$ cat src/rtl/slp_pkg.sv
package slp_pkg;

   typedef enum logic [2:0] {
      PH_IDLE,
      PH_START,
      PH_DATA,
      PH_PAR,
      PH_STOP1,
      PH_STOP2
   } phase_t;

   localparam logic [2:0] PAR_NONE  = 3'd0;
   localparam logic [2:0] PAR_EVEN  = 3'd1;
   localparam logic [2:0] PAR_ODD   = 3'd2;
   localparam logic [2:0] PAR_SPACE = 3'd3;
   localparam logic [2:0] PAR_MARK  = 3'd4;

   // baud ticks in one bit period
   function automatic logic [6:0] ticks_per_bit(input logic [1:0] code);
      case (code)
         2'd0:    ticks_per_bit = 7'd1;
         2'd1:    ticks_per_bit = 7'd16;
         2'd2:    ticks_per_bit = 7'd32;
         default: ticks_per_bit = 7'd64;
      endcase
   endfunction

   function automatic logic [3:0] data_bits(input logic [1:0] code);
      data_bits = {2'b00, code} + 4'd5;
   endfunction

   // parity bit from the XOR of the data bits
   function automatic logic par_from(input logic xr, input logic [2:0] mode);
      case (mode)
         PAR_EVEN:  par_from = xr;
         PAR_ODD:   par_from = ~xr;
         PAR_MARK:  par_from = 1'b1;
         default:   par_from = 1'b0;
      endcase
   endfunction

endpackage

$ cat src/rtl/slp_tx.sv
module slp_tx
   import slp_pkg::*;
#(
   parameter int DATA_W = 8,
   parameter int CNT_W  = 7
) (
   input  logic              clk,
   input  logic              rst_n,
   input  logic              tick,
   input  logic              wr_en,
   input  logic [DATA_W-1:0] wr_data,
   input  logic [1:0]        bits_code,
   input  logic [2:0]        par_mode,
   input  logic              two_stop,
   input  logic [1:0]        os_code,
   input  logic              auto_en,
   input  logic              cts_n,
   output logic              txd_o,
   output logic              idle_o
);
   localparam int IDX_W = $clog2(DATA_W + 1);

   phase_t            phase;
   logic [CNT_W-1:0]  cnt, lim_m1;
   logic [IDX_W-1:0]  nb, idx;
   logic [DATA_W-1:0] shreg, hold, mask, held_m;
   logic              pend, parb, go, bit_end;

   assign nb      = IDX_W'(data_bits(bits_code));
   assign mask    = ~({DATA_W{1'b1}} << nb);
   assign held_m  = hold & mask;
   assign lim_m1  = CNT_W'(ticks_per_bit(os_code) - 7'd1);
   assign go      = pend && (!auto_en || !cts_n);
   assign bit_end = tick && (cnt == lim_m1);
   assign idle_o  = (phase == PH_IDLE) && !pend;

   always_ff @(posedge clk or negedge rst_n) begin
      if (!rst_n) begin
         phase <= PH_IDLE;
         cnt   <= '0;
         idx   <= '0;
         shreg <= '0;
         hold  <= '0;
         pend  <= 1'b0;
         parb  <= 1'b0;
         txd_o <= 1'b1;
      end else begin
         if (wr_en && idle_o) begin
            pend <= 1'b1;
            hold <= wr_data;
         end
         if (phase == PH_IDLE) begin
            txd_o <= 1'b1;
            if (go && tick) begin
               phase <= PH_START;
               txd_o <= 1'b0;
               cnt   <= '0;
               shreg <= held_m;
               parb  <= par_from(^held_m, par_mode);
               pend  <= 1'b0;
            end
         end else if (tick) begin
            if (bit_end) begin
               cnt <= '0;
               case (phase)
                  PH_START: begin
                     phase <= PH_DATA;
                     txd_o <= shreg[0];
                     shreg <= shreg >> 1;
                     idx   <= IDX_W'(1);
                  end
                  PH_DATA: begin
                     if (idx == nb) begin
                        if (par_mode != PAR_NONE) begin
                           phase <= PH_PAR;
                           txd_o <= parb;
                        end else begin
                           phase <= PH_STOP1;
                           txd_o <= 1'b1;
                        end
                     end else begin
                        txd_o <= shreg[0];
                        shreg <= shreg >> 1;
                        idx   <= idx + IDX_W'(1);
                     end
                  end
                  PH_PAR: begin
                     phase <= PH_STOP1;
                     txd_o <= 1'b1;
                  end
                  PH_STOP1: phase <= two_stop ? PH_STOP2 : PH_IDLE;
                  default:  phase <= PH_IDLE;
               endcase
            end else begin
               cnt <= cnt + CNT_W'(1);
            end
         end
      end
   end


   tx_idle_mark_chk: assert property (@(posedge clk) disable iff (!rst_n)
      idle_o |-> txd_o);


   tx_cts_hold_chk: assert property (@(posedge clk) disable iff (!rst_n)
      (auto_en && cts_n && phase == PH_IDLE) |=> txd_o);

endmodule

$ cat src/rtl/slp_rx.sv
module slp_rx
   import slp_pkg::*;
#(
   parameter int DATA_W = 8,
   parameter int CNT_W  = 7
) (
   input  logic              clk,
   input  logic              rst_n,
   input  logic              tick,
   input  logic              rxd,
   input  logic [1:0]        bits_code,
   input  logic [2:0]        par_mode,
   input  logic [1:0]        os_code,
   input  logic              auto_en,
   input  logic              dcd_n,
   output logic              done_o,
   output logic [DATA_W-1:0] data_o,
   output logic              perr_o,
   output logic              ferr_o
);
   localparam int IDX_W = $clog2(DATA_W + 1);

   phase_t            phase;
   logic [CNT_W-1:0]  cnt, lim_m1, half_m1;
   logic [IDX_W-1:0]  nb, idx;
   logic [DATA_W-1:0] shreg, aligned;
   logic              pbit, en;

   assign nb      = IDX_W'(data_bits(bits_code));
   assign lim_m1  = CNT_W'(ticks_per_bit(os_code) - 7'd1);
   assign half_m1 = CNT_W'((ticks_per_bit(os_code) >> 1) - 7'd1);
   assign aligned = shreg >> (IDX_W'(DATA_W) - nb);
   assign en      = !auto_en || !dcd_n;

   always_ff @(posedge clk or negedge rst_n) begin
      if (!rst_n) begin
         phase  <= PH_IDLE;
         cnt    <= '0;
         idx    <= '0;
         shreg  <= '0;
         pbit   <= 1'b0;
         done_o <= 1'b0;
         data_o <= '0;
         perr_o <= 1'b0;
         ferr_o <= 1'b0;
      end else begin
         done_o <= 1'b0;
         if (!en) begin
            phase <= PH_IDLE;
         end else if (tick) begin
            case (phase)
               PH_IDLE: begin
                  if (!rxd) begin
                     cnt   <= '0;
                     idx   <= '0;
                     shreg <= '0;
                     phase <= (os_code == 2'd0) ? PH_DATA : PH_START;
                  end
               end
               PH_START: begin
                  if (cnt == half_m1) begin
                     cnt   <= '0;
                     phase <= rxd ? PH_IDLE : PH_DATA;
                  end else begin
                     cnt <= cnt + CNT_W'(1);
                  end
               end
               PH_DATA, PH_PAR, PH_STOP1: begin
                  if (cnt == lim_m1) begin
                     cnt <= '0;
                     if (phase == PH_DATA) begin
                        shreg <= {rxd, shreg[DATA_W-1:1]};
                        idx   <= idx + IDX_W'(1);
                        if (idx == nb - IDX_W'(1))
                           phase <= (par_mode != PAR_NONE) ? PH_PAR : PH_STOP1;
                     end else if (phase == PH_PAR) begin
                        pbit  <= rxd;
                        phase <= PH_STOP1;
                     end else begin
                        done_o <= 1'b1;
                        data_o <= aligned;
                        perr_o <= (par_mode != PAR_NONE) &&
                                  (pbit != par_from(^aligned, par_mode));
                        ferr_o <= !rxd;
                        phase  <= PH_IDLE;
                     end
                  end else begin
                     cnt <= cnt + CNT_W'(1);
                  end
               end
               default: phase <= PH_IDLE;
            endcase
         end
      end
   end


   rx_dcd_gate_chk: assert property (@(posedge clk) disable iff (!rst_n)
      (auto_en && dcd_n) |=> !done_o);

endmodule

$ cat src/rtl/slp_rxhold.sv
module slp_rxhold #(
   parameter int DATA_W = 8
) (
   input  logic              clk,
   input  logic              rst_n,
   input  logic              done,
   input  logic [DATA_W-1:0] din,
   input  logic              perr_in,
   input  logic              ferr_in,
   input  logic              rd,
   output logic              valid_o,
   output logic [DATA_W-1:0] data_o,
   output logic              perr_o,
   output logic              ferr_o,
   output logic              ovr_o
);
   always_ff @(posedge clk or negedge rst_n) begin
      if (!rst_n) begin
         valid_o <= 1'b0;
         data_o  <= '0;
         perr_o  <= 1'b0;
         ferr_o  <= 1'b0;
         ovr_o   <= 1'b0;
      end else if (done) begin
         if (valid_o && !rd) begin
            ovr_o <= 1'b1;
         end else begin
            valid_o <= 1'b1;
            data_o  <= din;
            perr_o  <= perr_in;
            ferr_o  <= ferr_in;
            ovr_o   <= 1'b0;
         end
      end else if (rd) begin
         valid_o <= 1'b0;
         ovr_o   <= 1'b0;
      end
   end


   hold_keep_chk: assert property (@(posedge clk) disable iff (!rst_n)
      (valid_o && !rd) |=> (valid_o && $stable(data_o)));


   ovr_cause_chk: assert property (@(posedge clk) disable iff (!rst_n)
      $rose(ovr_o) |-> $past(valid_o));

endmodule

$ cat src/rtl/serial_link_port.sv
module serial_link_port #(
   parameter int DATA_W  = 8,
   parameter int CNT_W   = 7,
   parameter int RX_SYNC = 2
) (
   input  logic              clk,
   input  logic              rst_n,
   input  logic              baud_tick,
   input  logic [1:0]        cfg_bits,
   input  logic [2:0]        cfg_parity,
   input  logic              cfg_two_stop,
   input  logic [1:0]        cfg_os,
   input  logic              cfg_auto,
   input  logic              wr_en,
   input  logic [DATA_W-1:0] wr_data,
   output logic              tx_idle,
   input  logic              rd_en,
   output logic [DATA_W-1:0] rd_data,
   output logic              rd_valid,
   output logic              rd_parity_err,
   output logic              rd_frame_err,
   output logic              rd_overrun,
   input  logic              rxd,
   output logic              txd,
   input  logic              cts_n,
   input  logic              dcd_n,
   output logic              rx_rdy
);
   logic              rxd_s, rx_done, rx_perr, rx_ferr;
   logic [DATA_W-1:0] rx_word;

   if (DATA_W < 8) begin : g_bad_width
      $error("DATA_W must be at least 8");
   end
   if (CNT_W < 7) begin : g_bad_cnt
      $error("CNT_W must hold a count of 64");
   end
   if (RX_SYNC < 0 || RX_SYNC > 4) begin : g_bad_sync
      $error("RX_SYNC must be 0 to 4");
   end

   if (RX_SYNC == 0) begin : g_nosync
      assign rxd_s = rxd;
   end else begin : g_sync
      logic [RX_SYNC-1:0] chain;
      always_ff @(posedge clk or negedge rst_n) begin
         if (!rst_n) chain <= '1;
         else        chain <= {chain[RX_SYNC-2 >= 0 ? RX_SYNC-2 : 0:0], rxd} >> 0;
      end
      assign rxd_s = chain[RX_SYNC-1];
   end

   slp_tx #(.DATA_W(DATA_W), .CNT_W(CNT_W)) u_tx (
      .clk(clk), .rst_n(rst_n), .tick(baud_tick),
      .wr_en(wr_en), .wr_data(wr_data),
      .bits_code(cfg_bits), .par_mode(cfg_parity), .two_stop(cfg_two_stop),
      .os_code(cfg_os), .auto_en(cfg_auto), .cts_n(cts_n),
      .txd_o(txd), .idle_o(tx_idle)
   );

   slp_rx #(.DATA_W(DATA_W), .CNT_W(CNT_W)) u_rx (
      .clk(clk), .rst_n(rst_n), .tick(baud_tick), .rxd(rxd_s),
      .bits_code(cfg_bits), .par_mode(cfg_parity), .os_code(cfg_os),
      .auto_en(cfg_auto), .dcd_n(dcd_n),
      .done_o(rx_done), .data_o(rx_word), .perr_o(rx_perr), .ferr_o(rx_ferr)
   );

   slp_rxhold #(.DATA_W(DATA_W)) u_hold (
      .clk(clk), .rst_n(rst_n), .done(rx_done), .din(rx_word),
      .perr_in(rx_perr), .ferr_in(rx_ferr), .rd(rd_en),
      .valid_o(rd_valid), .data_o(rd_data), .perr_o(rd_parity_err),
      .ferr_o(rd_frame_err), .ovr_o(rd_overrun)
   );

   assign rx_rdy = rd_valid;

endmodule

$ cat config.mk
export PLATFORM = sky130hd
export DESIGN_NAME = serial_link_port
export DESIGN_NICKNAME = d
export VERILOG_FILES = /design/src/rtl/slp_pkg.sv /design/src/rtl/slp_tx.sv /design/src/rtl/slp_rx.sv /design/src/rtl/slp_rxhold.sv /design/src/rtl/serial_link_port.sv
export SDC_FILE = /design/constraint.sdc
export NUM_CORES = 1
export LEC_CHECK = 0
export BUFFER_PORTS_ARGS = -buffer_cell sky130_fd_sc_hd__buf_4
export CAP_MARGIN = 10
export CORE_MARGIN = 4
export CORE_UTILIZATION = 45
export DETAILED_ROUTE_END_ITERATION = 10
export GPL_TIMING_DRIVEN = 0
export SLEW_MARGIN = 25
export SYNTH_ARGS = -nofsm -noshare
export SYNTH_HDL_FRONTEND = slang
export SYNTH_SLANG_ARGS = --single-unit
$ cat constraint.sdc
create_clock -name clk -period 3.9 [get_ports clk]
set_input_delay 0.39 -clock clk [delete_from_list [all_inputs] [get_ports clk]]
set_output_delay 0.39 -clock clk [all_outputs]
set_load 0.05 [all_outputs]
After elaboration in Yosys (flattened, before gate mapping)
Cells that the tools add are included.
{ "classes": {"reduce_logical": 43, "eq_ne": 32, "shifts": 2, "bitwise": 8, "muxes": 73, "n_addsub": 9} }
{ "op_table": {"columns": ["cell", "n"], "rows": [
  ["2-to-1 mux 8 bit", 8],
  ["2-to-1 mux 7 bit", 7],
  ["2-to-1 mux 3 bit", 15],
  ["case mux 7 bit (3 select lines)", 2],
  ["case mux 8 bit (2 select lines)", 2],
  ["2-to-1 mux 1 bit", 26],
  ["== test 7 bit", 3],
  ["AND reduction 6 bit", 3],
  ["2-to-1 mux 4 bit", 4],
  ["case mux 4 bit (2 select lines)", 2],
  ["XOR reduction 8 bit", 2],
  ["== test 3 x 2 -> 1 bit (second input constant)", 5],
  ["AND reduction 5 bit", 3],
  ["adder 7 x 1 -> 7 bit (second input constant)", 2],
  ["case mux 3 bit (4 select lines)", 1],
  ["!= test 2 bit (second input constant)", 5],
  ["nonzero test 2 bit", 5],
  ["== test 3 x 1 -> 1 bit (second input constant)", 3],
  ["== test 3 bit (second input constant)", 3],
  ["!= test 3 bit (second input constant)", 3],
  ["case mux 1 bit (3 select lines)", 3],
  ["case mux 3 bit (3 select lines)", 1],
  ["nonzero test 3 bit", 3],
  ["adder 4 x 1 -> 4 bit (second input constant)", 2],
  ["other kinds (29)", 54]
]} }
{ "word_totals": {"wordCells": 190, "input_bits": 25, "register_bits": 81, "out_inout_bits": 15} }

Logic depth before layout (Yosys ltp)
{ "logic_depth": {"depth_word": 14, "depth_mapped": 12, "depth_no_buf": 10} }

By module
From an unflattened synthesis, not the netlist that was laid out.
{ "hier_totals": {"cells_unflattened": 462, "area_unflattened_um2": 4732.0} }
{ "by_module_without_submodules": {"columns": ["mod", "cells_per_inst", "instances", "seq_area_each_um2", "area_per_inst_um2"], "rows": [
  ["slp_rx", 245, 1, 850.8, 2283.4],
  ["slp_tx", 187, 1, 827.0, 1929.4],
  ["slp_rxhold", 27, 1, 300.3, 459.2],
  ["serial_link_port", 3, 1, 52.6, 60.1]
]} }

Least setup slack after synthesis
Ideal clock, no wire load.
{ "synth_path": {"path_kind": "in2reg", "startpoint": "input port cfg_bits[0]", "endpoint": "register u_rx.perr_o", "setup_ns": 0.125, "arrival_ns": 2.684, "path_stages": 11, "required_time_ns": 3.775, "setup_slack_ns": 1.091, "path_cell_list": "buf_4 > inv_1 > ha_1 > buf_6 > mux4_2 > xor2_1 > xnor2_2 > xnor2_2 > mux2i_1 > a32oi_1 > mux2_4"} }
{ "synth_between": {"elab_chain_cells": 14} }
{ "synth_lines": {"columns": ["element", "line", "rtl"], "rows": [
  ["start: declaration", "serial_link_port.sv:9", "input logic [1:0] cfg_bits,"],
  ["adder 2 x 3 -> 4 bit *", "slp_pkg.sv:29", "data_bits = {2'b00, code} + 4'd5;"],
  ["subtractor 4 bit *", "slp_rx.sv:32", "assign aligned = shreg >> (IDX_W'(DATA_W) - nb);"],
  ["right shift 8 x 4 -> 8 bit *", "slp_rx.sv:32", null],
  ["XOR reduction 8 bit *", "slp_rx.sv:83", "(pbit != par_from(^aligned, par_mode));"],
  ["NOT 1 bit", "slp_pkg.sv:36", "PAR_ODD: par_from = ~xr;"],
  ["case mux 1 bit (3 select lines) *", "slp_pkg.sv:34", "case (mode)"],
  ["2-to-1 mux 1 bit *", "slp_rx.sv:76", "end else if (phase == PH_PAR) begin"],
  ["2-to-1 mux 1 bit *", "slp_rx.sv:71", "if (phase == PH_DATA) begin"],
  ["2-to-1 mux 1 bit *", "slp_rx.sv:69", "if (cnt == lim_m1) begin"],
  ["2-to-1 mux 1 bit *", "slp_rx.sv:51", "case (phase)"],
  ["2-to-1 mux 1 bit *", "slp_rx.sv:50", "end else if (tick) begin"],
  ["2-to-1 mux 1 bit *", "slp_rx.sv:48", "if (!en) begin"],
  ["!= test 1 bit *", "slp_rx.sv:83", null],
  ["logical AND 1 bit *", "slp_rx.sv:82", "perr_o <= (par_mode != PAR_NONE) &&"],
  ["end signal: assignment", "slp_rx.sv:82", null],
  ["end: declaration", "slp_rx.sv:18", "output logic perr_o,"]
]} }
Mark *: on every way between the ends. The rest lies on a longest branch, timed or not. The select of a mux whose other input is x is not followed.
A chain may end at the register's enable or synchronous reset.

Worst setup path after layout
Ends and elaborated chain as after synthesis.

==> results by group <==
Logic synthesis
  – Area leader, netlist: dfrtp_1
  – Post-synth ARST share: 1.00
  – Synth area leaders: dfrtp_1 (43%), mux2_2 (6.0%), nand2_1 (5.8%)
  – Post-Synth Simple-Gate Area: 0.180
  – Post-synth EDFFs: 0
  – Mapped Nets: just under 500
  – Post-synthesis compound-gate area fraction: 0.118
  – Adder-cell area share of the yosys netlist: 0.0359
  – FF+latch count, synth: just over 80
  – Yosys warnings: 0
  – Post-synthesis xor/xnor area fraction: 0.0681
  – Post-synth cell types: 59
  – Main flop type after synthesis: dfrtp_1
  – Synth top area share: 0.430
  – Post-Syn Area: roughly 4500 sq um
  – Synthesized instance count: 455
  – Post-synthesis sequential area ratio: 0.448
  – Mux contribution to synthesized area: 0.122
  – Largest family of logic cells by synthesized area: simple AND/OR/NAND/NOR gates
  – Average cell area after synthesis: 9.97 sq um

Route
  – DR DRC count: 0
  – Via count: about 3400
  – Final ANT Viol Nets: 0
  – Routed vias/inst: 5.32
  – Post-DR wirelength/cell: 14.1 um
  – Final wirelength: 9050 um
  – DRT Pass-1 Iters: 4
  – 1st-iter DRT viols: 95

Hold path
  – Hold crit path type: in2async

Pwr
  – Peak VDD IR: 0.000420 V
  – LEAKAGE: 2.47 nW
  – PwrDens: ~570 nW/um^2

Setup path
  – RR Endpoint: u_rx.perr_o
  – Reg-to-Reg Start: u_rx.shreg[3]
  – Critical Path Fanout Max: 10
  – Setup Crit Path Kind: in2reg
  – Worst Path Arrival: 3250 ps
  – CP Launch Point: cfg_bits[0]
  – Reg2reg setup slack: 1350 ps
  – CP Launch Type: primary input
  – Critical Path Sink Type: flop
  – FF-to-FF path depth: 6
  – Worst Path Required: 4130 ps

Cells and area
  – Ant. Diodes: 0
  – Area grow syn2layout: 15.8%
  – Final instance area: approximately 5300 sq um
  – Share of layout cells above drive strength 1: 0.201
  – Layout fillers: between 800 and 900
  – Final core utilization: 0.537
  – Nets: 542

Clock network
  – Clk pin slew, worst setup/hold paths: 80 ps
  – CTS buffer count: 9
  – Clock Sinks: between 80 and 90
  – CTS H-tree depth: 3
  – CTS resizes: 0
  – CTS tree: done
  – Post CTS Setup Buffer Count: 0
  – Root Driver: clkbuf_8
  – Hold buffer count at CTS: 0
  – Clock insertion delay at the later pin of the skew report: roughly 350 ps
  – Clock Path Buffers: 2

Die
  – Die Area: 11700 sq um
  – FP Rows: 36
  – Core Footprint: 9770 sq um
  – Initial Utilization: 0.464
  – Ports: 40
  – Die width: 108 um
  – Die Y: roughly 110 um

STA
  – Final Max Slew Viols: 0
  – Setup TNS: 0 ps
  – Relative slew slack: 0.439
  – Final setup skew: 8.95 ps
  – RSZ-0062 raised after global routing: false
  – Hold Fails Final Rpt: 0
  – Final worst-path cycle share: 0.773
  – Fmax: roughly 330 MHz
  – Minimum clock period: 3010 ps
  – Worst-margin pin slew: 835 ps
  – Final setup violation count: 0
  – Min Hold Slack: 63.2 ps

Global routing
  – First-pass GRT wire length: 15700 um
  – Initial antenna violation count: 0
  – Largest net degree at the start of global routing: about 80
  – Total GRT Usage: 0.167
  – GR Overflow Total: 0
  – Vias in the first global route: 3258

Placement
  – DP HPWL: 6430 um
  – Port Buffers: 38
  – Area after DPL: between 4000 and 5000 sq um
  – Final GP Congestion: 0.799

Run
  – Max-cap viol count: 0

Status
  – Status: finished, final reports clean
## worst max-delay path, stage by stage
cell     delay (ps)
buf_4           130
buf_4           190
inv_1           130
ha_1            360
buf_6           170
mux4_2          530
xor2_1          200
xnor2_2         160
xnor2_2         280
mux2i_1         230
a32oi_1         180
mux2_4          290
## sequential cells by signal (all words and copies together), names as in the netlist, 3 cells and up
register       flops
u_rx.cnt           7
u_tx.idx           4
u_rx.shreg         8
u_tx.cnt           7
u_tx.hold          8
u_rx.phase         3
u_tx.phase         3
u_hold.data_o      8
u_rx.data_o        8
u_tx.shreg         8
u_rx.idx           4
## synth_stat cells (2+ instances only)
| master | number |
|---|---|
| nand3_1 | 20 |
| xor2_1 | 15 |
| a21boi_0 | 2 |
| a211oi_1 | 2 |
| mux2_2 | 24 |
| dfrtp_1 | 78 |
| or3_1 | 4 |
| xnor2_2 | 2 |
| buf_2 | 4 |
| buf_4 | 2 |
| o21ai_0 | 38 |
| or2_2 | 2 |
| a21oi_1 | 17 |
| nand3b_1 | 5 |
| nand2b_1 | 10 |
| nand2_1 | 70 |
| o21ai_1 | 3 |
| nor4_1 | 2 |
| clkbuf_1 | 12 |
| nand4_1 | 3 |
| nor2b_1 | 4 |
| nor2_1 | 29 |
| dfstp_2 | 3 |
| nor3b_1 | 2 |
| xnor2_1 | 14 |
| nor3_1 | 6 |
| o31ai_1 | 3 |
| mux4_1 | 2 |
| a31oi_1 | 4 |
| ha_1 | 13 |
| mux4_2 | 3 |
| inv_1 | 10 |
| mux2i_1 | 15 |
| a21boi_1 | 2 |
| and3_1 | 5 |
| o22ai_1 | 2 |
## per-stage QoR
| stage | power, W | worst slack (ps) | instances |
|---|---|---|---|
| after floorplan | 0.00196 | 1090 | 455 |
| after global placement | 0.00221 | 528 | 626 |
| after detailed placement | 0.00224 | 529 | 626 |
| after CTS | 0.00305 | 896 | 641 |
| after global routing | 0.00323 | 732 | 641 |
| final | 0.00301 | 886 | 641 |
## kinds of logic (layout without fill, tap and decap cells)
group | count (synthesis) | count (layout)
adder cells (fa/ha/maj) | 13 | 13
AND/OR/NAND/NOR | 170 | 170
multiplexers | 45 | 45
buffers and inverters | 29 | 82
flip-flops | 81 | 81
XOR/XNOR | 32 | 32
AO/OA/AOI/OAI | 85 | 85
## power by group
group          switching, W  internal (W)  leakage, nW
sequential         0.000132       0.00100         1.07
combinational      0.000623      0.000460         1.27
clock              0.000305      0.000488        0.127
## per-layer routing
| layer | vias up | GRT usage | share of wire |
|---|---|---|---|
| met5 | - | 0 | 0 |
| met4 | 0 | 0.0469 | 0.0082 |
| met3 | 6 | 0.0394 | 0.030 |
| met2 | 54 | 0.261 | 0.48 |
| met1 | 1658 | 0.234 | 0.48 |
| li1 | 1693 | - | - |
## layout by cell type, fill, tap and decap left out, types with 5 or more instances in the layout
cell type   n
mux2_2     24
inv_1      10
nor3_1      5
ha_1       13
xnor2_1    14
a21oi_1    17
clkbuf_1   13
nand3_1    20
nand3b_1    5
nor2_1     29
clkbuf_8    9
and3_1      5
xor2_1     15
mux2i_1    15
dfrtp_1    78
o21ai_0    38
nand2b_1   10
nand2_1    70
buf_4      39
## how the worst max path moves through the flow
stage                  end  slack, ps  depth (start not counted)
6_report       u_rx.perr_o        890                         12
5_1_grt        u_rx.perr_o        730                         12
4_1_cts        u_rx.perr_o        900                         12
3_5_place_dp   u_rx.perr_o        530                         12
3_3_place_gp   u_rx.perr_o        530                         12
2_1_floorplan  u_rx.perr_o       1090                         11
## area by class of cell
| type | instances | area, sq um | share of cell area |
|---|---|---|---|
| multi-input combinational | 345 | 2380 | 0.453 |
| sequential | 81 | 2030 | 0.387 |
| timing repair buffer | 38 | 289 | 0.0550 |
| tap | 133 | 166 | 0.0317 |
| clock inverter | 5 | 129 | 0.0245 |
| clock buffer | 10 | 128 | 0.0243 |
| buffer | 19 | 91.3 | 0.0174 |
| inverter | 10 | 37.5 | 0.00715 |
Note: power is estimated with default switching activity, not from simulation.
